<file path="config.mk">
export PLATFORM = sky130hd
export DESIGN_NAME = serial_mp_rx
export DESIGN_NICKNAME = d
export VERILOG_FILES = /design/src/rtl/serial_mp_rx_pkg.sv /design/src/rtl/serial_mp_rx_ctrl.sv /design/src/rtl/serial_mp_rx_dp.sv /design/src/rtl/serial_mp_rx.sv
export SDC_FILE = /design/constraint.sdc
export NUM_CORES = 1
export LEC_CHECK = 0
export BUFFER_PORTS_ARGS = -buffer_cell sky130_fd_sc_hd__buf_2
export CORE_ASPECT_RATIO = 0.6
export CORE_MARGIN = 5
export CORE_UTILIZATION = 40
export CTS_BUF_LIST = sky130_fd_sc_hd__clkbuf_8 sky130_fd_sc_hd__clkbuf_16
export DETAILED_ROUTE_END_ITERATION = 7
export GPL_TIMING_DRIVEN = 0
export PLACE_DENSITY = 0.59
export SYNTH_ARGS = -nofsm -noshare
export SYNTH_HDL_FRONTEND = slang
export SYNTH_HIERARCHICAL = 1
export SYNTH_SLANG_ARGS = --single-unit
</file>
<file path="constraint.sdc">
create_clock -name clk -period 3.6 [get_ports clk]
set_input_delay 0.72 -clock clk [delete_from_list [all_inputs] [get_ports clk]]
set_output_delay 0.72 -clock clk [all_outputs]
set_load 0.05 [all_outputs]
</file>
<file path="src/rtl/serial_mp_rx_pkg.sv">
package serial_mp_rx_pkg;

  typedef enum logic [1:0] {
    ST_HUNT,
    ST_CONFIRM,
    ST_FIELDS,
    ST_WAIT_HIGH
  } rxState_e;

  // strobes from control to datapath, valid for one cycle
  typedef struct packed {
    logic startFrame;
    logic capData;
    logic capPar;
    logic capMp;
    logic capStop;
    logic bitVal;
    logic parOn;
    logic parOdd;
    logic mpOn;
  } rxStrobe_t;

  function automatic logic [6:0] ticksPerBit(input logic [1:0] sel);
    case (sel)
      2'd0:    return 7'd1;
      2'd1:    return 7'd16;
      2'd2:    return 7'd32;
      default: return 7'd64;
    endcase
  endfunction

endpackage

</file>
<file path="src/rtl/serial_mp_rx_ctrl.sv">
module serial_mp_rx_ctrl
  import serial_mp_rx_pkg::*;
#(
  parameter int DATA_W      = 8,
  parameter int SYNC_STAGES = 2,
  parameter int CNT_W       = 6
) (
  input  logic       clk,
  input  logic       rstN,
  input  logic       sampleEn,
  input  logic       rxLine,
  input  logic [1:0] cfgRatio,
  input  logic       cfgParityEn,
  input  logic       cfgParityOdd,
  input  logic       cfgMpEn,
  output rxStrobe_t  stb
);
  localparam int IDX_W = $clog2(DATA_W + 3);

  logic [SYNC_STAGES-1:0] syncQ;
  logic                   lineS;
  rxState_e               state;
  logic [CNT_W-1:0]       cnt;
  logic [IDX_W-1:0]       bitIdx;
  logic [1:0]             ratioL;
  logic                   parOnL, parOddL, mpOnL;
  logic [IDX_W-1:0]       lastIdx;
  logic [6:0]             ticksL, ticksNow;
  logic [CNT_W-1:0]       periodM1, halfM1;
  logic                   detect, confirmTick, sampleNow;
  logic                   isData, isPar, isStop;

  // metastability guard on the asynchronous line
  always_ff @(posedge clk or negedge rstN) begin
    if (!rstN) syncQ <= '1;
    else       syncQ <= {syncQ[SYNC_STAGES-2:0], rxLine};
  end
  assign lineS = syncQ[SYNC_STAGES-1];

  assign ticksL   = ticksPerBit(ratioL);
  assign ticksNow = ticksPerBit(cfgRatio);
  assign periodM1 = CNT_W'(ticksL - 7'd1);
  assign halfM1   = CNT_W'((ticksNow >> 1) - 7'd1);
  assign lastIdx  = IDX_W'(DATA_W) + IDX_W'(parOnL) + IDX_W'(mpOnL);

  assign detect      = (state == ST_HUNT) && sampleEn && !lineS;
  assign confirmTick = (state == ST_CONFIRM) && sampleEn && (cnt == '0);
  assign sampleNow   = (state == ST_FIELDS) && sampleEn && (cnt == '0);

  assign isData = (bitIdx < IDX_W'(DATA_W));
  assign isStop = (bitIdx == lastIdx);
  assign isPar  = !isData && !isStop && parOnL && (bitIdx == IDX_W'(DATA_W));

  always_ff @(posedge clk or negedge rstN) begin
    if (!rstN) begin
      state   <= ST_HUNT;
      cnt     <= '0;
      bitIdx  <= '0;
      ratioL  <= '0;
      parOnL  <= 1'b0;
      parOddL <= 1'b0;
      mpOnL   <= 1'b0;
    end else if (sampleEn) begin
      unique case (state)
        ST_HUNT: begin
          if (!lineS) begin
            ratioL  <= cfgRatio;
            parOnL  <= cfgParityEn;
            parOddL <= cfgParityOdd;
            mpOnL   <= cfgMpEn;
            bitIdx  <= '0;
            if (cfgRatio == 2'd0) begin
              state <= ST_FIELDS;
              cnt   <= '0;
            end else begin
              state <= ST_CONFIRM;
              cnt   <= halfM1;
            end
          end
        end
        ST_CONFIRM: begin
          if (cnt != '0) begin
            cnt <= cnt - 1'b1;
          end else if (lineS) begin
            state <= ST_HUNT;
          end else begin
            state <= ST_FIELDS;
            cnt   <= periodM1;
          end
        end
        ST_FIELDS: begin
          if (cnt != '0) begin
            cnt <= cnt - 1'b1;
          end else begin
            cnt <= periodM1;
            if (isStop) state <= lineS ? ST_HUNT : ST_WAIT_HIGH;
            else        bitIdx <= bitIdx + 1'b1;
          end
        end
        ST_WAIT_HIGH: begin
          if (lineS) state <= ST_HUNT;
        end
        default: state <= ST_HUNT;
      endcase
    end
  end

  always_comb begin
    stb            = '0;
    stb.startFrame = detect;
    stb.capData    = sampleNow && isData;
    stb.capPar     = sampleNow && isPar;
    stb.capStop    = sampleNow && isStop;
    stb.capMp      = sampleNow && !isData && !isStop && !isPar;
    stb.bitVal     = lineS;
    stb.parOn      = parOnL;
    stb.parOdd     = parOddL;
    stb.mpOn       = mpOnL;
  end

  AST_NO_TICK_NO_MOVE: assert property (@(posedge clk) disable iff (!rstN)
    !sampleEn |=> $stable(state) && $stable(cnt)) else $error("state moved without tick");

  AST_ONE_FIELD: assert property (@(posedge clk) disable iff (!rstN)
    $onehot0({stb.capData, stb.capPar, stb.capMp, stb.capStop})) else $error("field overlap");

  AST_CONFIRM_HALF_RATIO: assert property (@(posedge clk) disable iff (!rstN)
    (state == ST_CONFIRM) |-> (ratioL != 2'd0)) else $error("confirm at ratio 1");

endmodule

</file>
<file path="src/rtl/serial_mp_rx_dp.sv">
module serial_mp_rx_dp
  import serial_mp_rx_pkg::*;
#(
  parameter int DATA_W = 8
) (
  input  logic              clk,
  input  logic              rstN,
  input  rxStrobe_t         stb,
  input  logic              readAck,
  output logic [DATA_W-1:0] rxData,
  output logic              rxMp,
  output logic              rxParErr,
  output logic              rxFrameErr,
  output logic              rxOverrun,
  output logic              rxFull,
  output logic              rxStrobe,
  output logic              rxBreak
);
  logic [DATA_W-1:0] shiftQ;
  logic              parQ, mpQ, anyOne;
  logic              isBreak, loadNow, dropNow;
  logic              parBad;

  // frame assembly
  always_ff @(posedge clk or negedge rstN) begin
    if (!rstN) begin
      shiftQ <= '0;
      parQ   <= 1'b0;
      mpQ    <= 1'b0;
      anyOne <= 1'b0;
    end else if (stb.startFrame) begin
      parQ   <= 1'b0;
      mpQ    <= 1'b0;
      anyOne <= 1'b0;
    end else begin
      if (stb.capData) shiftQ <= {stb.bitVal, shiftQ[DATA_W-1:1]};
      if (stb.capPar)  parQ   <= stb.bitVal;
      if (stb.capMp)   mpQ    <= stb.bitVal;
      if (stb.capData || stb.capPar || stb.capMp) anyOne <= anyOne | stb.bitVal;
    end
  end

  assign isBreak = stb.capStop && !anyOne && !stb.bitVal;
  assign loadNow = stb.capStop && !isBreak && (!rxFull || readAck);
  assign dropNow = stb.capStop && !isBreak && rxFull && !readAck;
  assign parBad  = stb.parOn && ((^{shiftQ, parQ}) != stb.parOdd);

  // single-entry holding register
  always_ff @(posedge clk or negedge rstN) begin
    if (!rstN) begin
      rxData     <= '0;
      rxMp       <= 1'b0;
      rxParErr   <= 1'b0;
      rxFrameErr <= 1'b0;
      rxOverrun  <= 1'b0;
      rxFull     <= 1'b0;
      rxStrobe   <= 1'b0;
      rxBreak    <= 1'b0;
    end else begin
      rxStrobe <= loadNow;
      rxBreak  <= isBreak;
      if (loadNow) begin
        rxData     <= shiftQ;
        rxMp       <= stb.mpOn & mpQ;
        rxParErr   <= parBad;
        rxFrameErr <= !stb.bitVal;
        rxOverrun  <= 1'b0;
        rxFull     <= 1'b1;
      end else if (dropNow) begin
        rxOverrun  <= 1'b1;
      end else if (readAck) begin
        rxFull     <= 1'b0;
        rxOverrun  <= 1'b0;
      end
    end
  end

  AST_BREAK_NO_LOAD: assert property (@(posedge clk) disable iff (!rstN)
    rxBreak |-> !rxStrobe) else $error("break delivered a char");

  AST_OVR_KEEPS_HELD: assert property (@(posedge clk) disable iff (!rstN)
    $rose(rxOverrun) |-> $stable(rxData) && rxFull) else $error("held data lost");

  AST_ACK_EMPTIES: assert property (@(posedge clk) disable iff (!rstN)
    (readAck && rxFull) |=> (!rxFull || rxStrobe)) else $error("ack ignored");

  AST_STROBE_SINGLE: assert property (@(posedge clk) disable iff (!rstN)
    rxStrobe |=> !rxStrobe) else $error("strobe too long");

  AST_STROBE_FULL: assert property (@(posedge clk) disable iff (!rstN)
    rxStrobe |-> rxFull && !rxOverrun) else $error("strobe without load");

endmodule

</file>
<file path="src/rtl/serial_mp_rx.sv">
module serial_mp_rx
  import serial_mp_rx_pkg::*;
#(
  parameter int DATA_W      = 8,
  parameter int SYNC_STAGES = 2,
  parameter int CNT_W       = 6
) (
  input  logic              clk,
  input  logic              rstN,
  input  logic              sampleEn,
  input  logic              rxLine,
  input  logic [1:0]        cfgRatio,
  input  logic              cfgParityEn,
  input  logic              cfgParityOdd,
  input  logic              cfgMpEn,
  input  logic              readAck,
  output logic [DATA_W-1:0] rxData,
  output logic              rxMp,
  output logic              rxParErr,
  output logic              rxFrameErr,
  output logic              rxOverrun,
  output logic              rxFull,
  output logic              rxStrobe,
  output logic              rxBreak
);
  rxStrobe_t stb;

  serial_mp_rx_ctrl #(
    .DATA_W(DATA_W), .SYNC_STAGES(SYNC_STAGES), .CNT_W(CNT_W)
  ) u_ctrl (
    .clk(clk), .rstN(rstN), .sampleEn(sampleEn), .rxLine(rxLine),
    .cfgRatio(cfgRatio), .cfgParityEn(cfgParityEn),
    .cfgParityOdd(cfgParityOdd), .cfgMpEn(cfgMpEn), .stb(stb)
  );

  serial_mp_rx_dp #(.DATA_W(DATA_W)) u_dp (
    .clk(clk), .rstN(rstN), .stb(stb), .readAck(readAck),
    .rxData(rxData), .rxMp(rxMp), .rxParErr(rxParErr),
    .rxFrameErr(rxFrameErr), .rxOverrun(rxOverrun), .rxFull(rxFull),
    .rxStrobe(rxStrobe), .rxBreak(rxBreak)
  );

endmodule

</file>
**Word-level counts from Yosys, hierarchy flattened**

Cells that the tools add are included.

- Register bits after elaboration: 45
- Latch bits: 0
- RAM bits: 0
- ROM bits: 0
- Input port bits: 10
- Output and inout port bits: 15
- Word-level logic and storage cells: 131
- Memories kept: 0

- Add/subtract/negate cells: 6
- Multiply operators: 0
- Div/mod/pow operators: 0
- $lt $le $gt $ge: 1
- Equal/unequal tests: 18
- Shift-type cells: 0
- Multiplexer cells: 32
- Bitwise logic cells: 4
- Reduce and logical (&&, ||, !) cells: 50

Operators with widths:

| operator | number |
|---|---|
| case mux 6 bit (3 select lines) | 2 |
| two-way mux 6 bit | 5 |
| case mux 7 bit (3 select lines) | 1 |
| logical AND 1 bit | 20 |
| subtractor 6 x 1 -> 6 bit (second input constant) | 3 |
| two-way mux 2 bit | 8 |
| two-way mux 4 bit | 3 |
| two-way mux 1 bit | 11 |
| nonzero test 2 bit | 5 |
| parity 9 bit | 1 |
| == test 2 bit (second input constant) | 4 |
| zero test 1 bit | 8 |
| != test 2 bit (second input constant) | 4 |
| case mux 2 bit (4 select lines) | 1 |
| case mux 4 bit (2 select lines) | 1 |
| == test 2 x 1 -> 1 bit (second input constant) | 3 |
| zero test 2 bit | 3 |
| zero test 6 bit | 1 |
| != test 2 x 1 -> 1 bit (second input constant) | 3 |
| AND reduction 6 bit | 1 |
| nonzero test 3 bit | 2 |
| nonzero test 6 bit | 1 |
| AND reduction 5 bit | 1 |
| adder 4 x 1 -> 4 bit | 1 |
| other kinds (14) | 18 |

**Depth between registers and ports, before layout**

- Depth after elaboration: 12
- Mapped depth: 10
- Gate-level depth less buffers: 9

**By module**

Netlist, hierarchy kept.

Modules (own cells, without submodules):

| module | instances | cells each | area each (um^2) | seq. area each (um^2) |
|---|---|---|---|---|
| serial_mp_rx_ctrl | 1 | 132 | 1223.7 | 478.0 |
| serial_mp_rx_dp | 1 | 77 | 1078.5 | 650.6 |

**Worst setup path before layout**

No wires, ideal clock.

- Path kind: register -> register
- From: register u_ctrl.cnt[0]
- To: register u_dp.rxData[3]
- Setup time: 0.125 ns
- Data arrival time: 2.165 ns
- Required time: 3.475 ns
- Setup slack: 1.310 ns
- Cell stages (with the launch flop): 9
- Path buffers: 1
- Clock period less this slack: 2.290 ns
- Path through: dfrtp_1 > or4_4 > nor3_4 > nand3_1 > nor2_1 > o21ai_2 > a21oi_4 > buf_6 > mux2_2

RTL lines:

| item | RTL line | text |
|---|---|---|
| start, declared | serial_mp_rx_ctrl.sv:23 | `logic [CNT_W-1:0] cnt;` |
| start signal, assigned | serial_mp_rx_ctrl.sv:77 | `cnt <= halfM1;` |
| start signal, assigned | serial_mp_rx_ctrl.sv:83 | `cnt <= cnt - 1'b1;` |
| start signal, assigned | serial_mp_rx_ctrl.sv:88 | `cnt <= periodM1;` |
| end signal, assigned | serial_mp_rx_dp.sv:63 | `rxData <= shiftQ;` |
| end, declared | serial_mp_rx_dp.sv:10 | `output logic [DATA_W-1:0] rxData,` |

==> Implementation_results.wiki <==
{| class="wikitable"
! Metric !! Value
|-
| Most common flop cell mapped by yosys || sky130_fd_sc_hd__dfrtp_1
|-
| Final-report setup violation count || 0
|-
| Clock root buffer master || sky130_fd_sc_hd__clkbuf_8
|-
| Max Slew Vio Count || 0
|-
| Sum of routed wire length over all layers || 4.455 mm
|-
| Number of hold buffers added after CTS || 0
|-
| Total of warnings raised by yosys || 6
|-
| Result of the run || completed
|-
| Highest cell delay on the worst timing path || around 590 ps
|-
| Type of the most critical hold path || flop to flop
|-
| Initial antenna violation count || 0
|-
| Post-Synthesis Cells || 209
|-
| Largest delay contributor family on the critical path || simple AND/OR/NAND/NOR gates
|-
| Setup WS pre-CTS || 977.7 ps
|-
| Sw Share || 35.16%
|-
| Maximum frequency from static timing analysis || ~380 MHz
|-
| Count of vias placed by the detailed router || 1,600
|-
| Post-synthesis sequential area ratio || 49.02%
|-
| Wire length of the first global-routing pass || 7.493 mm
|-
| Total area of multi-input combinational cells || 0.001041 mm2
|-
| LEAKAGE || 1.260 nW
|-
| Effective utilization at floorplan || 41.33%
|-
| X dimension of the die || 107.9 um
|-
| Critical path arrival || 2820 ps
|-
| Number of detailed-routing iterations run before antenna repair || 4
|-
| ANT cells || 0
|-
| Leading cell type in the layout, fill and taps excluded || sky130_fd_sc_hd__dfrtp_1
|-
| Post-Route Setup TNS || 0 ps
|-
| Area delta synth->final || 14.78%
|-
| Number of gates given a new drive strength after cts || 0
|-
| Overflow left after global routing || 0
|-
| Max_slew headroom || 33.33%
|-
| Fin worst setup slack || 969.8 ps
|-
| HPWL after detailed placement || 3.253 mm
|-
| Clk pwr share || 23.9%
|-
| Required time at the endpoint of the critical path || ~3800 ps
|-
| Routed via count divided by cell count || 4.984
|-
| Number of distinct standard cells referenced by the synthesized netlist || 46
|-
| Path type of the worst setup path || flop to flop
|-
| RSZ-0062 raised after global routing || no
|-
| Hold violation count in the final report || 0
|-
| Area enclosed by the die boundary || 0.007422 mm2
|-
| Critical path buffer and inverter count || 1
|-
| Switching power total || 0.5868 mW
|-
| Final worst-path cycle share || between 70% and 80%
|-
| IO Port Bufs || 24
|-
| Number of clock buffers inserted by TritonCTS || 5
|-
| Combinational power share || 34.3%
|-
| H-tree depth || 2
|-
| Final core area utilization || a little under half
|-
| Register bit count reported by yosys || 45
|-
| Post-synth net total || 227
|-
| CP endpoint kind || flop
|-
| # clock sinks || 45
|-
| CP Cell Sequence || or4_4, nor3_4, nand3_1, nor2_1, o21ai_2, a21oi_4, buf_6, mux2_2
|-
| Share of post-route cells with drive strength above 1 || between 20 and 30%
|-
| Number of synthesized flops with an enable pin || 0
|-
| Register clock-pin slew on the reported worst setup and hold paths || 90 ps
|-
| Cell row count || 21
|-
| Storage element area || roughly 0.0011 mm2
|-
| Number of violations of the max-capacitance limit || 0
|-
| Pin count of the biggest net entering global routing || 46
|-
| Internal Power || 1.082 mW
|-
| IR Drop Worst-Case VDD || 0.0002372 V
|-
| Initial detailed-routing violation count || 100
|-
| Number of nets in the finished design || 258
|-
| Total I/O pin count || 25
|-
| Async set-reset flop share out of synthesis || 100.0%
|-
| Number of DRC violations after detailed routing || 0
|-
| CP max-delay cell || sky130_fd_sc_hd__or4_4
|-
| Max Clock Skew || 7.831 ps
|-
| Later-pin clock latency in the skew report || 300 ps
|-
| Final-layout fill cell count || 554
|-
| Largest fanout on the critical path || 10
|-
| Commonest cells after routing, fill and taps aside || sky130_fd_sc_hd__dfrtp_1 (43), sky130_fd_sc_hd__buf_2 (25), sky130_fd_sc_hd__mux2_2 (21), sky130_fd_sc_hd__inv_1 (16)
|-
| Core area || around 0.0056 mm2
|-
| TritonCTS clock tree || yes
|-
| Antenna Violating Nets Remaining || 0
|-
| Y dimension of the die || slightly below 70 um
|-
| Total standard cell area after synthesis || 0.002302 mm2
|-
| Areal power density over the cells || about 630 mW/mm2
|-
| Via count of the first global-routing pass || 1,481
|-
| WL per Instance || 13.88 um
|-
| Tightest Pin Transition || 1000 ps
|-
| Setup Fix Bufs, Post-CTS || 0
|-
| Final critical delay including setup and external delays || ~2600 ps
|-
| Average instance area after synthesis || approximately 11 um2
|-
| Sequential cell fraction of total power || 41.7%
|-
| Type of element launching the critical path || flop
|-
| All-layer global routing usage || 13.24%
|-
| CTS max path bufs || 2
|-
| GP Congestion || 0.8453
|}
[metal layers]
metal / track usage, % / share of wire (%) / vias up
met5: 0 / 0 / -
met4: 4.252 / 0.94 / 0
met3: 3.163 / 4.3 / 4
met2: 17.03 / 38 / 31
met1: 21.10 / 57 / 779
li1: - / - / 786
[path summary, 6_finish.rpt]
kind | startpoint | end | slack [ps] | cells past startpoint
min in group asynchronous | rstN | u_ctrl/cnt[1]$_DFFE_PN0P_ | 580 | 1
max in group asynchronous | rstN | u_ctrl/cnt[0]$_DFFE_PN0P_ | 2390 | 1
worst max register to register | u_ctrl/cnt[0]$_DFFE_PN0P_ | u_dp/rxData[5]$_DFFE_PN0P_ | 970 | 8
worst min-delay path | u_ctrl/syncQ[0]$_DFF_PN1_ | u_ctrl/syncQ[1]$_DFF_PN1_ | 360 | 0
worst min register to register | u_ctrl/syncQ[0]$_DFF_PN1_ | u_ctrl/syncQ[1]$_DFF_PN1_ | 360 | 0
worst max-delay path | u_ctrl/cnt[0]$_DFFE_PN0P_ | u_dp/rxData[5]$_DFFE_PN0P_ | 970 | 8
[area by class of cell]
class / instances / area share [%]
Tap cell: 80 / 3.788
Inverter: 16 / 2.273
Buffer: 10 / 2.746
Multi-Input combinational cell: 138 / 39.39
Timing Repair Buffer: 24 / 4.545
Sequential cell: 45 / 42.71
Clock buffer: 6 / 3.125
Clock inverter: 2 / 1.420
[registers in the layout, summed over array words and instances, names as in the netlist]
signal and flops:
u_dp/anyOne 1, u_dp/rxBreak 1, u_dp/rxData 8, u_dp/rxOverrun 1, u_ctrl/state 2, u_ctrl/parOddL 1
u_dp/rxStrobe 1, u_ctrl/mpOnL 1, u_dp/rxMp 1, u_dp/rxParErr 1, u_ctrl/bitIdx 4, u_ctrl/syncQ 2
u_dp/shiftQ 8, u_dp/rxFrameErr 1, u_dp/parQ 1, u_dp/mpQ 1, u_ctrl/cnt 6, u_ctrl/parOnL 1
u_ctrl/ratioL 2, u_dp/rxFull 1
[through the flow]
step / power [mW] / instances / hold WS (ps) / instance area [um2]
2_1_floorplan: 1.136 / 209 / 345.2 / 2302
3_3_place_gp: 1.254 / 313 / 345.4 / 2522
3_5_place_dp: 1.272 / 313 / 347.5 / 2522
4_1_cts: 1.679 / 321 / 360.3 / 2643
5_1_grt: 1.788 / 321 / 366.5 / 2643
6_report: 1.669 / 321 / 358.3 / 2643
[cell families (layout without fill, tap and decap cells)]
family                   count (synthesis)  after routing  synth area share [%]
flip-flops                              45             45                 49.02
XOR/XNOR                                11             11                 4.783
AO/OA/AOI/OAI                           35             35                 10.60
adder cells (fa/ha/maj)                  8              8                 4.348
AND/OR/NAND/NOR                         57             57                 12.61
buffers and inverters                   26             58                 5.761
multiplexers                            27             27                 12.88
[Yosys cell counts, types with 3 or more instances]
| master | count | area share [%] |
|---|---|---|
| sky130_fd_sc_hd__a21oi_1 | 9 | 2.0 |
| sky130_fd_sc_hd__buf_4 | 5 | 1.6 |
| sky130_fd_sc_hd__ha_1 | 8 | 4.3 |
| sky130_fd_sc_hd__o21ai_1 | 3 | 0.65 |
| sky130_fd_sc_hd__xnor2_1 | 8 | 3.0 |
| sky130_fd_sc_hd__nand3_1 | 7 | 1.5 |
| sky130_fd_sc_hd__nor3_1 | 6 | 1.3 |
| sky130_fd_sc_hd__mux2i_1 | 6 | 2.6 |
| sky130_fd_sc_hd__o21ai_0 | 4 | 0.87 |
| sky130_fd_sc_hd__inv_1 | 16 | 2.6 |
| sky130_fd_sc_hd__dfrtp_1 | 43 | 47 |
| sky130_fd_sc_hd__nand2_1 | 15 | 2.4 |
| sky130_fd_sc_hd__a31oi_1 | 4 | 1.1 |
| sky130_fd_sc_hd__mux2_2 | 21 | 10 |
| sky130_fd_sc_hd__nor2_1 | 15 | 2.4 |
[power by group through the flow]
stage	clock (mW)	combinational [mW]	sequential, mW
floorplan	0	0.458	0.678
global placement	0	0.552	0.702
detailed placement	0	0.568	0.704
CTS	0.414	0.570	0.694
global route	0.436	0.638	0.713
finish	0.400	0.573	0.696
Power figures use the tool's default switching activity.
